--- src/rtl/calclk_pkg.sv ---
// Shared types and BCD helpers for the calendar clock.
// Assumes all stored fields are packed BCD.
package calclk_pkg;

    typedef struct packed {
        logic       pm;
        logic [5:0] hr;
        logic [6:0] mn;
        logic [6:0] sc;
    } tod_t;

    typedef struct packed {
        logic [5:0] cent;
        logic [7:0] yr;
        logic [4:0] mon;
        logic [2:0] dow;
        logic [5:0] dt;
    } cal_t;

    // True when v is valid two-digit BCD and not above lim.
    function automatic logic bcd_le(input logic [7:0] v, input logic [7:0] lim);
        return (v[3:0] <= 4'd9) && (v[7:4] <= 4'd9) && (v <= lim);
    endfunction

    // BCD increment of a valid value (no wrap handling).
    function automatic logic [7:0] bcd_inc(input logic [7:0] v);
        return (v[3:0] == 4'd9) ? {v[7:4] + 4'd1, 4'd0} : v + 8'd1;
    endfunction

    // Leap year test on a BCD year: 10 = 2 (mod 4).
    function automatic logic is_leap(input logic [7:0] y);
        logic [5:0] s;
        s = {1'b0, y[7:4], 1'b0} + {2'b0, y[3:0]};
        return s[1:0] == 2'b00;
    endfunction

    // Last date of a month, BCD.
    function automatic logic [5:0] month_end(input logic [4:0] m, input logic [7:0] y);
        case (m)
            5'h02:                      return is_leap(y) ? 6'h29 : 6'h28;
            5'h04, 5'h06, 5'h09, 5'h11: return 6'h30;
            default:                    return 6'h31;
        endcase
    endfunction

    function automatic logic hour_ok(input logic [5:0] h, input logic m12);
        return m12 ? (bcd_le({2'b0, h}, 8'h12) && (h != 6'h00))
                   : bcd_le({2'b0, h}, 8'h23);
    endfunction

    function automatic logic tod_ok(input tod_t t, input logic m12);
        return bcd_le({1'b0, t.sc}, 8'h59) && bcd_le({1'b0, t.mn}, 8'h59) && hour_ok(t.hr, m12);
    endfunction

    function automatic logic cal_ok(input cal_t c);
        return bcd_le({2'b0, c.cent}, 8'h39) && bcd_le(c.yr, 8'h99)
            && bcd_le({3'b0, c.mon}, 8'h12) && (c.mon != 5'h00) && (c.dow != 3'd0)
            && (c.dt != 6'h00) && bcd_le({2'b0, c.dt}, {2'b0, month_end(c.mon, c.yr)});
    endfunction

endpackage

--- src/rtl/calclk_tod.sv ---
// Time-of-day counter. Holds sec/min/hour/pm; steps one second on 'step',
// loads on 'load'. Exposes the value after one step and a day-wrap carry.
// Assumes the held value is valid for the current hour mode.
module calclk_tod
    import calclk_pkg::*;
(
    input  logic clk,
    input  logic rst_n,
    input  logic step,
    input  logic m12,
    input  logic load,
    input  tod_t load_val,
    output tod_t cur,
    output tod_t nxt,
    output logic day_wrap
);
    logic [7:0] sc_i, mn_i, hr_i;

    // Next-second value and day carry.
    always_comb begin
        sc_i     = bcd_inc({1'b0, cur.sc});
        mn_i     = bcd_inc({1'b0, cur.mn});
        hr_i     = bcd_inc({2'b0, cur.hr});
        nxt      = cur;
        day_wrap = 1'b0;
        if (cur.sc == 7'h59) begin
            nxt.sc = 7'h00;
            if (cur.mn == 7'h59) begin
                nxt.mn = 7'h00;
                if (m12) begin
                    if (cur.hr == 6'h11) begin
                        nxt.hr   = 6'h12;
                        nxt.pm   = ~cur.pm;
                        day_wrap = cur.pm;
                    end else if (cur.hr == 6'h12) begin
                        nxt.hr = 6'h01;
                    end else begin
                        nxt.hr = hr_i[5:0];
                    end
                end else if (cur.hr == 6'h23) begin
                    nxt.hr   = 6'h00;
                    day_wrap = 1'b1;
                end else begin
                    nxt.hr = hr_i[5:0];
                end
            end else begin
                nxt.mn = mn_i[6:0];
            end
        end else begin
            nxt.sc = sc_i[6:0];
        end
    end

    // Time register: load wins, else step.
    always_ff @(posedge clk) begin
        if (!rst_n)    cur <= '0;
        else if (load) cur <= load_val;
        else if (step) cur <= nxt;
    end

endmodule

--- src/rtl/calclk_date.sv ---
// Calendar counter. Holds century/year/month/day-of-week/date; advances
// one day on 'step' with month-length and leap-year rollover.
// Assumes the held value is a valid calendar entry.
module calclk_date
    import calclk_pkg::*;
#(
    parameter cal_t RST_VAL = '{cent: 6'h20, yr: 8'h00, mon: 5'h01, dow: 3'd6, dt: 6'h01}
) (
    input  logic clk,
    input  logic rst_n,
    input  logic step,
    input  logic load,
    input  cal_t load_val,
    output cal_t cur,
    output cal_t nxt
);
    logic [7:0] dt_i, mon_i, yr_i, ce_i;

    // Next-day value.
    always_comb begin
        dt_i    = bcd_inc({2'b0, cur.dt});
        mon_i   = bcd_inc({3'b0, cur.mon});
        yr_i    = bcd_inc(cur.yr);
        ce_i    = bcd_inc({2'b0, cur.cent});
        nxt     = cur;
        nxt.dow = (cur.dow == 3'd7) ? 3'd1 : cur.dow + 3'd1;
        if (cur.dt >= month_end(cur.mon, cur.yr)) begin
            nxt.dt = 6'h01;
            if (cur.mon >= 5'h12) begin
                nxt.mon = 5'h01;
                if (cur.yr == 8'h99) begin
                    nxt.yr   = 8'h00;
                    nxt.cent = ce_i[5:0];
                end else begin
                    nxt.yr = yr_i;
                end
            end else begin
                nxt.mon = mon_i[4:0];
            end
        end else begin
            nxt.dt = dt_i[5:0];
        end
    end

    // Calendar register: load wins, else step.
    always_ff @(posedge clk) begin
        if (!rst_n)    cur <= RST_VAL;
        else if (load) cur <= load_val;
        else if (step) cur <= nxt;
    end

endmodule

--- src/rtl/calclk_match.sv ---
// Field-masked alarm comparator. Purely combinational; assumes the
// alarm fields use the same BCD encoding as the counters.
module calclk_match
    import calclk_pkg::*;
(
    input  tod_t       now,
    input  cal_t       today,
    input  tod_t       alm,
    input  logic [2:0] t_en,    // [0] sec, [1] min, [2] hour+pm
    input  logic [4:0] alm_mon,
    input  logic [5:0] alm_dt,
    input  logic [1:0] c_en,    // [0] date, [1] month
    output logic       hit
);
    // All enabled fields equal, at least one enabled.
    always_comb begin
        hit = (|{t_en, c_en})
           && (!t_en[0] || (now.sc == alm.sc))
           && (!t_en[1] || (now.mn == alm.mn))
           && (!t_en[2] || ((now.hr == alm.hr) && (now.pm == alm.pm)))
           && (!c_en[0] || (today.dt == alm_dt))
           && (!c_en[1] || (today.mon == alm_mon));
    end
endmodule

--- src/rtl/calclk.sv ---
// Calendar clock top: register port, update handshake, validity checks,
// event and alarm flags, masked interrupt. Assumes 'tick' is one cycle
// wide and at most one per second; reads are combinational.
module calclk
    import calclk_pkg::*;
#(
    parameter int ADDR_W = 4,
    parameter int FLAG_W = 5,
    parameter int BAD_W  = 4
) (
    input  logic              clk,
    input  logic              rst_n,
    input  logic              tick,
    input  logic              wr_en,
    input  logic [ADDR_W-1:0] addr,
    input  logic [31:0]       wdata,
    output logic [31:0]       rdata,
    output logic              irq
);
    localparam logic [ADDR_W-1:0] A_CTRL = 0, A_TIME = 1, A_CAL = 2, A_TALM = 3, A_CALM = 4,
                                  A_STAT = 5, A_CLR = 6, A_MSET = 7, A_MCLR = 8, A_BAD = 9;

    logic              treq, creq, m12;
    logic [1:0]        tsel, csel;
    tod_t              alm_t;
    logic [2:0]        t_en;
    logic [4:0]        a_mon;
    logic [5:0]        a_dt;
    logic [1:0]        c_en;
    logic [FLAG_W-1:0] stat, mask, flag_set, flag_clr;
    logic [BAD_W-1:0]  bad;

    tod_t tod_cur, tod_nxt, w_tod, w_talm;
    cal_t cal_cur, cal_nxt, w_cal, today;
    logic day_wrap, t_step, c_step, t_load, c_load, alm_hit;
    logic wr_ctrl, wr_time, wr_cal, wr_talm, wr_calm;
    logic mid, noon, min_ch, hr_ch, t_ev, c_ev, calm_ok;

    // Write decode and field extraction.
    always_comb begin
        wr_ctrl = wr_en && (addr == A_CTRL);
        wr_time = wr_en && (addr == A_TIME);
        wr_cal  = wr_en && (addr == A_CAL);
        wr_talm = wr_en && (addr == A_TALM);
        wr_calm = wr_en && (addr == A_CALM);
        w_tod   = '{pm: wdata[22] & m12, hr: wdata[21:16], mn: wdata[14:8], sc: wdata[6:0]};
        w_talm  = w_tod;
        w_cal   = '{cent: wdata[29:24], yr: wdata[23:16], mon: wdata[15:11],
                    dow: wdata[10:8], dt: wdata[5:0]};
        calm_ok = bcd_le({3'b0, wdata[12:8]}, 8'h12) && (wdata[12:8] != 5'h00)
               && bcd_le({2'b0, wdata[5:0]}, 8'h31) && (wdata[5:0] != 6'h00);
        t_load  = wr_time && treq && tod_ok(w_tod, m12);
        c_load  = wr_cal && creq && cal_ok(w_cal);
        t_step  = tick && !treq;
        c_step  = t_step && day_wrap && !creq;
    end

    calclk_tod i_tod (
        .clk(clk), .rst_n(rst_n), .step(t_step), .m12(m12), .load(t_load),
        .load_val(w_tod), .cur(tod_cur), .nxt(tod_nxt), .day_wrap(day_wrap)
    );

    calclk_date i_date (
        .clk(clk), .rst_n(rst_n), .step(c_step), .load(c_load),
        .load_val(w_cal), .cur(cal_cur), .nxt(cal_nxt)
    );

    calclk_match i_match (
        .now(tod_nxt), .today(today), .alm(alm_t), .t_en(t_en),
        .alm_mon(a_mon), .alm_dt(a_dt), .c_en(c_en), .hit(alm_hit)
    );

    // Event selection on the post-tick values.
    always_comb begin
        today  = c_step ? cal_nxt : cal_cur;
        min_ch = (tod_nxt.sc == 7'h00);
        hr_ch  = min_ch && (tod_nxt.mn == 7'h00);
        mid    = m12 ? ((tod_nxt.hr == 6'h12) && !tod_nxt.pm) : (tod_nxt.hr == 6'h00);
        noon   = m12 ? ((tod_nxt.hr == 6'h12) && tod_nxt.pm) : (tod_nxt.hr == 6'h12);
        case (tsel)
            2'd0:    t_ev = min_ch;
            2'd1:    t_ev = hr_ch;
            2'd2:    t_ev = hr_ch && mid;
            default: t_ev = hr_ch && noon;
        endcase
        case (csel)
            2'd0:    c_ev = (cal_nxt.dow == 3'd1);
            2'd1:    c_ev = (cal_nxt.dt == 6'h01);
            2'd2:    c_ev = (cal_nxt.dt == 6'h01) && (cal_nxt.mon == 5'h01);
            default: c_ev = 1'b0;
        endcase
        flag_set = {c_step && c_ev, t_step && t_ev, t_step, t_step && alm_hit,
                    wr_ctrl && ((wdata[1:0] & ~{creq, treq}) != 2'b00)};
        flag_clr = (wr_en && (addr == A_CLR)) ? wdata[FLAG_W-1:0] : '0;
    end

    // Control, alarm, mask, status and validity registers.
    always_ff @(posedge clk) begin
        if (!rst_n) begin
            {treq, creq, m12, tsel, csel} <= '0;
            alm_t <= '0; t_en <= '0; a_mon <= 5'h01; a_dt <= 6'h01; c_en <= '0;
            stat  <= '0; mask <= '0; bad <= '0;
        end else begin
            if (wr_ctrl) {m12, csel, tsel, creq, treq} <= wdata[6:0];
            if (wr_time && treq) bad[0] <= !t_load;
            if (wr_cal && creq)  bad[1] <= !c_load;
            if (wr_talm) begin
                bad[2] <= !tod_ok(w_talm, m12);
                if (tod_ok(w_talm, m12)) begin
                    alm_t <= w_talm;
                    t_en  <= {wdata[23], wdata[15], wdata[7]};
                end
            end
            if (wr_calm) begin
                bad[3] <= !calm_ok;
                if (calm_ok) begin
                    a_mon <= wdata[12:8];
                    a_dt  <= wdata[5:0];
                    c_en  <= {wdata[15], wdata[7]};
                end
            end
            if (wr_en && (addr == A_MSET)) mask <= mask | wdata[FLAG_W-1:0];
            if (wr_en && (addr == A_MCLR)) mask <= mask & ~wdata[FLAG_W-1:0];
            stat <= (stat & ~flag_clr) | flag_set;
        end
    end

    // Read mux and interrupt.
    always_comb begin
        case (addr)
            A_CTRL:  rdata = {25'b0, m12, csel, tsel, creq, treq};
            A_TIME:  rdata = {9'b0, tod_cur.pm, tod_cur.hr, 1'b0, tod_cur.mn, 1'b0, tod_cur.sc};
            A_CAL:   rdata = {2'b0, cal_cur.cent, cal_cur.yr, cal_cur.mon, cal_cur.dow, 2'b0, cal_cur.dt};
            A_TALM:  rdata = {8'b0, t_en[2], alm_t.pm, alm_t.hr, t_en[1], alm_t.mn, t_en[0], alm_t.sc};
            A_CALM:  rdata = {16'b0, c_en[1], 2'b0, a_mon, c_en[0], 1'b0, a_dt};
            A_STAT:  rdata = {{(32-FLAG_W){1'b0}}, stat};
            A_MSET:  rdata = {{(32-FLAG_W){1'b0}}, mask};
            A_BAD:   rdata = {{(32-BAD_W){1'b0}}, bad};
            default: rdata = '0;
        endcase
        irq = |(stat & mask);
    end

endmodule

--- config.mk ---
export PLATFORM = sky130hd
export DESIGN_NAME = calclk
export DESIGN_NICKNAME = d
export VERILOG_FILES = /design/src/rtl/calclk_pkg.sv /design/src/rtl/calclk_tod.sv /design/src/rtl/calclk_date.sv /design/src/rtl/calclk_match.sv /design/src/rtl/calclk.sv
export SDC_FILE = /design/constraint.sdc
export NUM_CORES = 1
export LEC_CHECK = 0
export CAP_MARGIN = 10
export CORE_UTILIZATION = 35
export CTS_CLUSTER_DIAMETER = 200
export DETAILED_ROUTE_END_ITERATION = 8
export PLACE_DENSITY = 0.58
export SLEW_MARGIN = 10
export SYNTH_ARGS = -nofsm -noshare
export SYNTH_HDL_FRONTEND = slang
export SYNTH_HIERARCHICAL = 1
export SYNTH_SLANG_ARGS = --single-unit
--- constraint.sdc ---
create_clock -name clk -period 9.04 [get_ports clk]
set_clock_uncertainty 0.1 [all_clocks]
set_input_delay 1.356 -clock clk [delete_from_list [all_inputs] [get_ports clk]]
set_output_delay 1.356 -clock clk [all_outputs]
set_load 0.03 [all_outputs]
==> flow_summary.json, run 1 <==
{
  "status": "complete, but fails checks",
  "violations": "DRC",
  "setup_ws_ns": 3.01,
  "cts_tree": "built",
  "crit_path_max_fanout": 19,
  "clock_path_buffers": 2,
  "finalPower_mw": 1.03,
  "total_leakage_power_nw": 3.23,
  "endpoint_kind": "output port",
  "maxCapViolCount": 0,
  "totalWireLength_um": 27100,
  "clock_latency_ns": 0.36,
  "vias": 8132,
  "hpwlAfterDp_um": 19500,
  "p_int_mw": 0.756,
  "slew_violations": 0,
  "grt_use_total_pct": 23.1,
  "synth_area_per_cell_um2": 7.62,
  "worst-setup-path-type": "in -> out",
  "timing.fmax_mhz": 166,
  "setup_viol_count_final": 0,
  "gp_congestion": 0.901,
  "antenna_found_initial": 0,
  "die_w_um": 153,
  "grt_pass1_wl_um": 42600,
  "io-pin-count": 73,
  "diodes": 0,
  "clockPowerShare_pct": 42.2,
  "cts_buffers": 9,
  "nets": 1119,
  "grt_pass1_vias": 7403,
  "fin_setup_tns_ns": 0,
  "combPwrFrac_pct": 11.0,
  "tightest_slew_ns": 1.04,
  "htreeDepth": 3,
  "hold_class": "reg -> reg",
  "cts-root-buf": "clkbuf_16",
  "area.growth.synth_to_final_pct": 12.7,
  "std_cell_rows": 55,
  "hold_violations": 0,
  "clkSinkCount": 107,
  "detail-route-antenna-nets": 0,
  "post_cts_resized": 0,
  "yosysWarningCount": 6,
  "p_switching_mw": 0.273,
  "final_layout_size_suffix_gt1_share_pct": 8.77,
  "power.density_nw_per_um2": 114,
  "cp-start-kind": "input pin",
  "min_period_ns": 6.03,
  "grt_overflow": 0,
  "post-route-period-util_pct": 66.8,
  "netlist_area_um2": 8020,
  "dr.pass1.iters": 9,
  "place_worst_setup_slack_ns": 3.00,
  "drcViolationCount": 1,
  "critPathRequiredTime_ns": 7.58,
  "switching_share_pct": 26.5,
  "post-cts-setup-buffers": 0,
  "utilization_pct": 40.0,
  "cts_hold_buf": 0,
  "peakVddDrop_v": 0.0000791,
  "die_area_um2": 23500,
  "viasPerCell": 6.05,
  "max_slew_margin_pct": 30.3,
  "netlist_instances": 1052,
  "drt_iter0_drc": 745,
  "holdWs_ns": 0.411,
  "io_buffers": 68,
  "p_seq_share_pct": 46.8,
  "clkTransAtPathRegs_ns": 0.08,
  "worstPathArrival_ns": 4.58,
  "fp.dieH_um": 153,
  "coreArea_um2": 22600,
  "grt_max_degree": 84,
  "rsz0062_at_grt": "false",
  "avgRoutedWirePerCell_um": 20.1,
  "start_util_pct": 35.5
}
-- state kept, by name, indices dropped and copies added (netlist names), named ones only --
name        count
a_dt            6
a_mon           5
alm_t          21
bad             4
c_en            2
creq            1
csel            2
i_date/cur     28
i_tod/cur      21
m12             1
stat            5
t_en            3
treq            1
tsel            2
-- power groups by stage --
stage	Combinational (mW)	Clock (mW)	Sequential [mW]
3_5_place_dp	0.111	0	0.493
3_3_place_gp	0.110	0	0.493
6_report	0.113	0.435	0.482
2_1_floorplan	0.0665	0	0.489
5_1_grt	0.121	0.463	0.483
4_1_cts	0.111	0.442	0.482
-- cell type report --
| type | instances | area, um^2 |
|---|---|---|
| inverter | 34 | 128 |
| sequential | 107 | 2140 |
| clock buffer | 9 | 225 |
| multi-input combinational | 826 | 5340 |
| timing repair buffer | 78 | 753 |
| clock inverter | 6 | 88.8 |
| fill | 2302 | 13500 |
| tap | 285 | 357 |
-- per-layer routing --
metal  vias to the layer above  wire length, um  track usage, %  share of wire (%)
met5                         -                0               0                  0
met4                         0              624            7.71                2.3
met3                        44             1600            2.61                5.9
met2                       300            12000            35.9                 44
met1                      3911            12900            33.1                 48
li1                       3877                -               -                  -
-- worst paths after layout --
| kind | from | endpoint | slack, ns | cells past startpoint |
|---|---|---|---|---|
| worst min-delay path | bad[3] | bad[3] | 0.41 | 1 |
| worst min register to register | bad[3] | bad[3] | 0.41 | 1 |
| worst max-delay path | addr[2] | rdata[5] | 3.01 | 6 |
| worst max register to register | i_date/cur[18] | stat[1] | 4.30 | 17 |
-- critical path: stages --
cell and delay (ns):
clkdlybuf4s50_1 0.76, or2_2 0.61, nor2_2 0.74, a22oi_1 0.21
o21ai_0 0.17, clkdlybuf4s50_1 0.73
-- per-stage QoR --
stage / instances / cell area, um^2
floorplan: 1053 / 8020
global placement: 1330 / 8720
detailed placement: 1330 / 8720
CTS: 1345 / 9030
global route: 1345 / 9030
finish: 1345 / 9030
-- placed cells by master (no fill, tap or decap), types with 12 or more instances in the layout --
master and n:
dfxtp_1 107, nand2_1 102, o21ai_0 98, nor2_1 84, clkdlybuf4s50_1 67, nand3_1 60
a21oi_1 54, inv_1 33, xnor2_1 29, mux2_2 27, a22oi_1 27, a31oi_1 26
nor3_1 23, ha_1 23, xor2_1 22, mux2i_1 20, nand4_1 18, and3_1 13
nand2b_1 12
No activity file was read; power rests on OpenSTA's default activity.
==> inputs of run 2 (changes only) <==
- clock period: 9.04 -> 6.11 ns (I/O delays scaled with it)
==> run 2 against run 1 <==
- the flow still finishes with violations (DRC)
- final area decreased by 0.15%
- largest cell class unchanged
- worst hold slack got worse by 0.0090 ns
- largest power group unchanged
- sequential share of layout area about the same
==> flow_summary.json, run 2 (synthesized netlist as in run 1, its figures left out) <==
{
  "status": "complete, but fails checks",
  "violations": "DRC",
  "htreeDepth": 3,
  "fillers": 2327,
  "post_cts_resized": 0,
  "final_cell_mix": "dfxtp_1 (107), nand2_1 (102), o21ai_0 (98)",
  "worst_hold_path.num_cells": 2,
  "top_regs": "i_date/cur (28), alm_t (21), i_tod/cur (21)",
  "peakVddDrop_v": 0.000109,
  "placed_cell_area_um2": 8750,
  "power.density_nw_per_um2": 161,
  "diodes": 0,
  "largest_register_ffs": 28,
  "total_leakage_power_nw": 3.23,
  "coreArea_um2": 22600,
  "io-pin-count": 73,
  "fp.dieH_um": 153,
  "clock_latency_ns": 0.36,
  "final_layout_size_suffix_gt1_share_pct": 8.93,
  "post-cts-setup-buffers": 0,
  "detail-route-antenna-nets": 0,
  "std_cell_rows": 55,
  "gp_congestion": 0.902,
  "maxCapViolCount": 0,
  "die_w_um": 153,
  "grt_max_degree": 60,
  "cts-root-buf": "clkbuf_16",
  "avgRoutedWirePerCell_um": 19.9,
  "cts_tree": "built",
  "hpwlAfterDp_um": 19600,
  "antenna_found_initial": 1,
  "instances_no_fill": 1349,
  "setup_ws_ns": 1.22,
  "slew_violations": 0,
  "r2r_setup_slack_ns": 1.42,
  "viasPerCell": 6.01,
  "rr_worst_depth": 17,
  "dp.cells": 1334,
  "hold_violations": 0,
  "regMostFlops": "i_date/cur",
  "grt_overflow": 0,
  "rsz0062_at_grt": "false",
  "setup_viol_count_final": 0,
  "io_buffers": 68,
  "cp_slowest_cell": "clkdlybuf4s50_1",
  "clkTransAtPathRegs_ns": 0.07,
  "min_period_ns": 4.89,
  "rr_endpoint": "stat[1]",
  "dr.pass1.iters": 8,
  "nets": 1123,
  "cts_buffers": 9,
  "drcViolationCount": 1,
  "layout_commonest_cell": "dfxtp_1",
  "slowest_delay_ns": 1.20,
  "hold_end": "alm_t[14]",
  "vias": 8111,
  "totalWireLength_um": 26900,
  "grt_use_total_pct": 23.0,
  "endpoint_kind": "output port",
  "area.growth.synth_to_final_pct": 12.5,
  "tightest_slew_ns": 1.11,
  "cts_hold_buf": 0,
  "place_worst_setup_slack_ns": 1.27,
  "hold_class": "reg -> reg",
  "crit_path_max_fanout": 28,
  "grt_pass1_wl_um": 42400,
  "design_area_um2": 9020,
  "worstPathCellList": "clkdlybuf4s50_1 > nand2b_1 > nor2_2 > buf_4 > a22oi_1 > o21ai_0 > clkdlybuf4s50_1",
  "grt_pass1_vias": 7364,
  "start_util_pct": 35.5,
  "min_from": "alm_t[14]",
  "worstPathArrival_ns": 3.87,
  "worst-setup-path-type": "in -> out",
  "cp-start-kind": "input pin",
  "clock_path_buffers": 2,
  "crit_top_cell": "clkdlybuf4s50_1",
  "drt_iter0_drc": 788,
  "timing.fmax_mhz": 205,
  "critPathRequiredTime_ns": 5.09,
  "die_area_um2": 23500,
  "clkSinkCount": 107,
  "post-route-period-util_pct": 80.0,
  "fin_setup_tns_ns": 0,
  "max_slew_margin_pct": 25.7,
  "reg2reg_from": "i_date/cur[18]"
}
run 2: layout make-up:
class,instances,area (um^2),share of cell area (%)
inverters,34,128,1.41
flip-flops and latches,107,2140,23.7
clock buffers,12,246,2.73
well taps,285,357,3.95
repair buffers,82,783,8.68
multi-input cells,826,5340,59.2
clock inverters,3,23.8,0.264
run 2: power breakdown:
group | total, mW | switching, mW | internal (mW)
Sequential | 0.713 | 0.0112 | 0.702
Clock | 0.571 | 0.283 | 0.288
Combinational | 0.167 | 0.107 | 0.0596
run 2: worst max-delay path: cells and delay by family:
family / cells / cell delay [ns]
AOI/OAI and AO/OA: 2 / 0.31
buffers and inverters: 3 / 2.21
and+or+nand+nor: 2 / 0.42
run 2: worst max path at each step:
| stage | slack, ns | from | to | depth (start not counted) |
|---|---|---|---|---|
| final | 1.22 | addr[1] | rdata[5] | 7 |
| after global placement | 1.28 | addr[1] | rdata[5] | 7 |
| after floorplan | 2.35 | i_date/cur[18] | stat[1] | 19 |
| after global routing | 1.09 | addr[1] | rdata[5] | 7 |
| after CTS | 1.27 | addr[1] | rdata[5] | 7 |
| after detailed placement | 1.27 | addr[1] | rdata[5] | 7 |
run 2: per-stage QoR:
stage / power (mW) / hold slack [ns] / util [%]
2_1_floorplan: 0.821 / 0.370 / -
3_3_place_gp: 0.893 / 0.382 / 38.8
3_5_place_dp: 0.893 / 0.394 / 38.8
4_1_cts: 1.46 / 0.404 / 40.0
5_1_grt: 1.50 / 0.437 / 40.0
6_report: 1.45 / 0.402 / 40.0
run 2: layer usage:
layer	routed length [um]	GRT usage [%]
met3	1910	2.55
met1	12500	33.1
met4	682	8.76
met5	12	0
met2	11800	35.1
==> inputs of run 3 (changes only) <==
- PLACE_DENSITY: 0.58 -> 0.6
- clock period: 6.11 -> 4.3 ns (I/O delays scaled with it)
==> run 3 against run 2 <==
- sequential power is 42% higher
- worst hold slack better by 0.00088 ns
- final cell count grew 3.3%
- the flow still finishes with violations (DRC)
- clock power up 63%
- largest power group unchanged
- count of clock-buffer cells in the layout down 3
- setup slack worse by 0.91 ns
- via count is 2.5% higher
- first-iteration DRC count decreased by 0.38%
- power up 51%
- die area did not move
==> flow_summary.json, run 3 (synthesized netlist as in run 1, its figures left out) <==
{
  "placed_cell_area_um2": 9060,
  "drcViolationCount": 1,
  "cp-start-kind": "register",
  "rr_worst_depth": 17,
  "hpwlAfterDp_um": 20700,
  "totalWireLength_um": 27600,
  "hold_class": "reg -> reg",
  "endpoint_kind": "register",
  "cts-root-buf": "clkbuf_16",
  "slew_violations": 0,
  "place_worst_setup_slack_ns": 0.139,
  "fp.dieH_um": 153,
  "fin_setup_tns_ns": 0,
  "coreArea_um2": 22600,
  "total_leakage_power_nw": 3.54,
  "crit_path_max_fanout": 4,
  "avgRoutedWirePerCell_um": 19.8,
  "viasPerCell": 5.96,
  "status": "complete, but fails checks",
  "cts_buffers": 9,
  "nets": 1167,
  "design_area_um2": 9410,
  "timing.fmax_mhz": 250,
  "violations": "DRC",
  "worst_hold_path.num_cells": 2,
  "die_area_um2": 23500,
  "rr_endpoint": "stat[1]",
  "critPathRequiredTime_ns": 4.50,
  "final_layout_size_suffix_gt1_share_pct": 15.7,
  "post-cts-setup-buffers": 0,
  "setup_ws_ns": 0.307,
  "grt_max_degree": 60,
  "power.density_nw_per_um2": 233,
  "layout_commonest_cell": "dfxtp_1",
  "reg2reg_from": "i_date/cur[18]",
  "peakVddDrop_v": 0.000171,
  "grt_pass1_wl_um": 43200,
  "area.growth.synth_to_final_pct": 17.4,
  "detail-route-antenna-nets": 0,
  "regMostFlops": "i_date/cur",
  "gp_congestion": 0.904,
  "clock_path_buffers": 2,
  "post_cts_resized": 0,
  "htreeDepth": 3,
  "diodes": 0,
  "tightest_slew_ns": 0.870,
  "post-route-period-util_pct": 92.9,
  "clkSinkCount": 107,
  "io-pin-count": 73,
  "io_buffers": 68,
  "vias": 8313,
  "largest_register_ffs": 28,
  "grt_overflow": 0,
  "r2r_setup_slack_ns": 0.31,
  "worstPathArrival_ns": 4.19,
  "min_period_ns": 3.99,
  "grt_use_total_pct": 23.5,
  "maxCapViolCount": 0,
  "dr.pass1.iters": 7,
  "top_regs": "i_date/cur (28), alm_t (21), i_tod/cur (21)",
  "clock_latency_ns": 0.36,
  "max_slew_margin_pct": 41.8,
  "instances_no_fill": 1394,
  "cts_tree": "built",
  "std_cell_rows": 55,
  "start_util_pct": 35.5,
  "final_cell_mix": "dfxtp_1 (107), nand2_1 (102), o21ai_0 (97)",
  "antenna_found_initial": 0,
  "fillers": 2300,
  "setup_viol_count_final": 0,
  "min_from": "alm_t[14]",
  "worst-setup-path-type": "reg -> reg",
  "hold_violations": 0,
  "cts_hold_buf": 0,
  "drt_iter0_drc": 785,
  "dp.cells": 1378,
  "rsz0062_at_grt": "false",
  "die_w_um": 153,
  "hold_end": "alm_t[14]",
  "grt_pass1_vias": 7527,
  "clkTransAtPathRegs_ns": 0.07
}
==> run 3: cell count changes in the layout (fill, tap and decap cells not counted), sizes merged <==
cell	delta
buf	+73
bufinv	+2
clkbuf	-3
clkdlybuf4s50	-29
clkinv	+2
==> run 3: cell type report <==
cell class / instances / area (um^2) / area share (%)
clock buffer: 9 / 225 / 2.39
clock inverter: 7 / 100 / 1.06
inverter: 34 / 128 / 1.36
multi-input combinational: 826 / 5370 / 57.0
sequential: 107 / 2140 / 22.8
tap: 285 / 357 / 3.79
timing repair buffer: 126 / 1090 / 11.6
==> run 3: critical path, cell delays in order, from the launching register on <==
cell       delay, ns
dfxtp_1         0.34
xor2_1          0.16
o21ai_1         0.12
a2111oi_1       0.36
a41oi_1         0.12
ha_1            0.31
or4b_4          0.50
a22o_4          0.26
a31oi_2         0.19
o22ai_1         0.13
mux2_2          0.28
xnor2_1         0.14
nand3_1         0.13
o31ai_4         0.30
nand4_1         0.17
nor2_1          0.13
a22oi_1         0.09
nor2_1          0.09
==> run 3: report_power, final <==
group	switching [mW]	total, mW	internal, mW
Clock	0.414	0.929	0.515
Combinational	0.161	0.258	0.0972
Sequential	0.0123	1.01	0.998
==> run 3: through the flow <==
step	hold slack, ns	util, %	power (mW)
floorplan	0.370	-	1.17
global placement	0.383	40.1	1.29
detailed placement	0.388	40.1	1.29
CTS	0.404	41.6	2.20
global route	0.432	41.7	2.26
finish	0.403	41.7	2.20
==> run 3: worst max-delay path by stage <==
stage                   start  endpoint  slack (ns)  cells after the start
6_report       i_date/cur[18]   stat[1]        0.31                     17
5_1_grt        i_date/cur[18]   stat[1]        0.03                     17
4_1_cts        i_date/cur[18]   stat[1]        0.11                     17
3_5_place_dp   i_date/cur[18]   stat[1]        0.14                     17
3_3_place_gp   i_date/cur[18]   stat[1]        0.16                     17
2_1_floorplan  i_date/cur[18]   stat[1]        0.54                     19
==> run 3: metal layers <==
| layer | track usage, % | wire length (um) |
|---|---|---|
| met1 | 33.5 | 12900 |
| met2 | 36.1 | 12000 |
| met3 | 2.44 | 1860 |
| met4 | 9.48 | 820 |
| met5 | 0 | 0 |
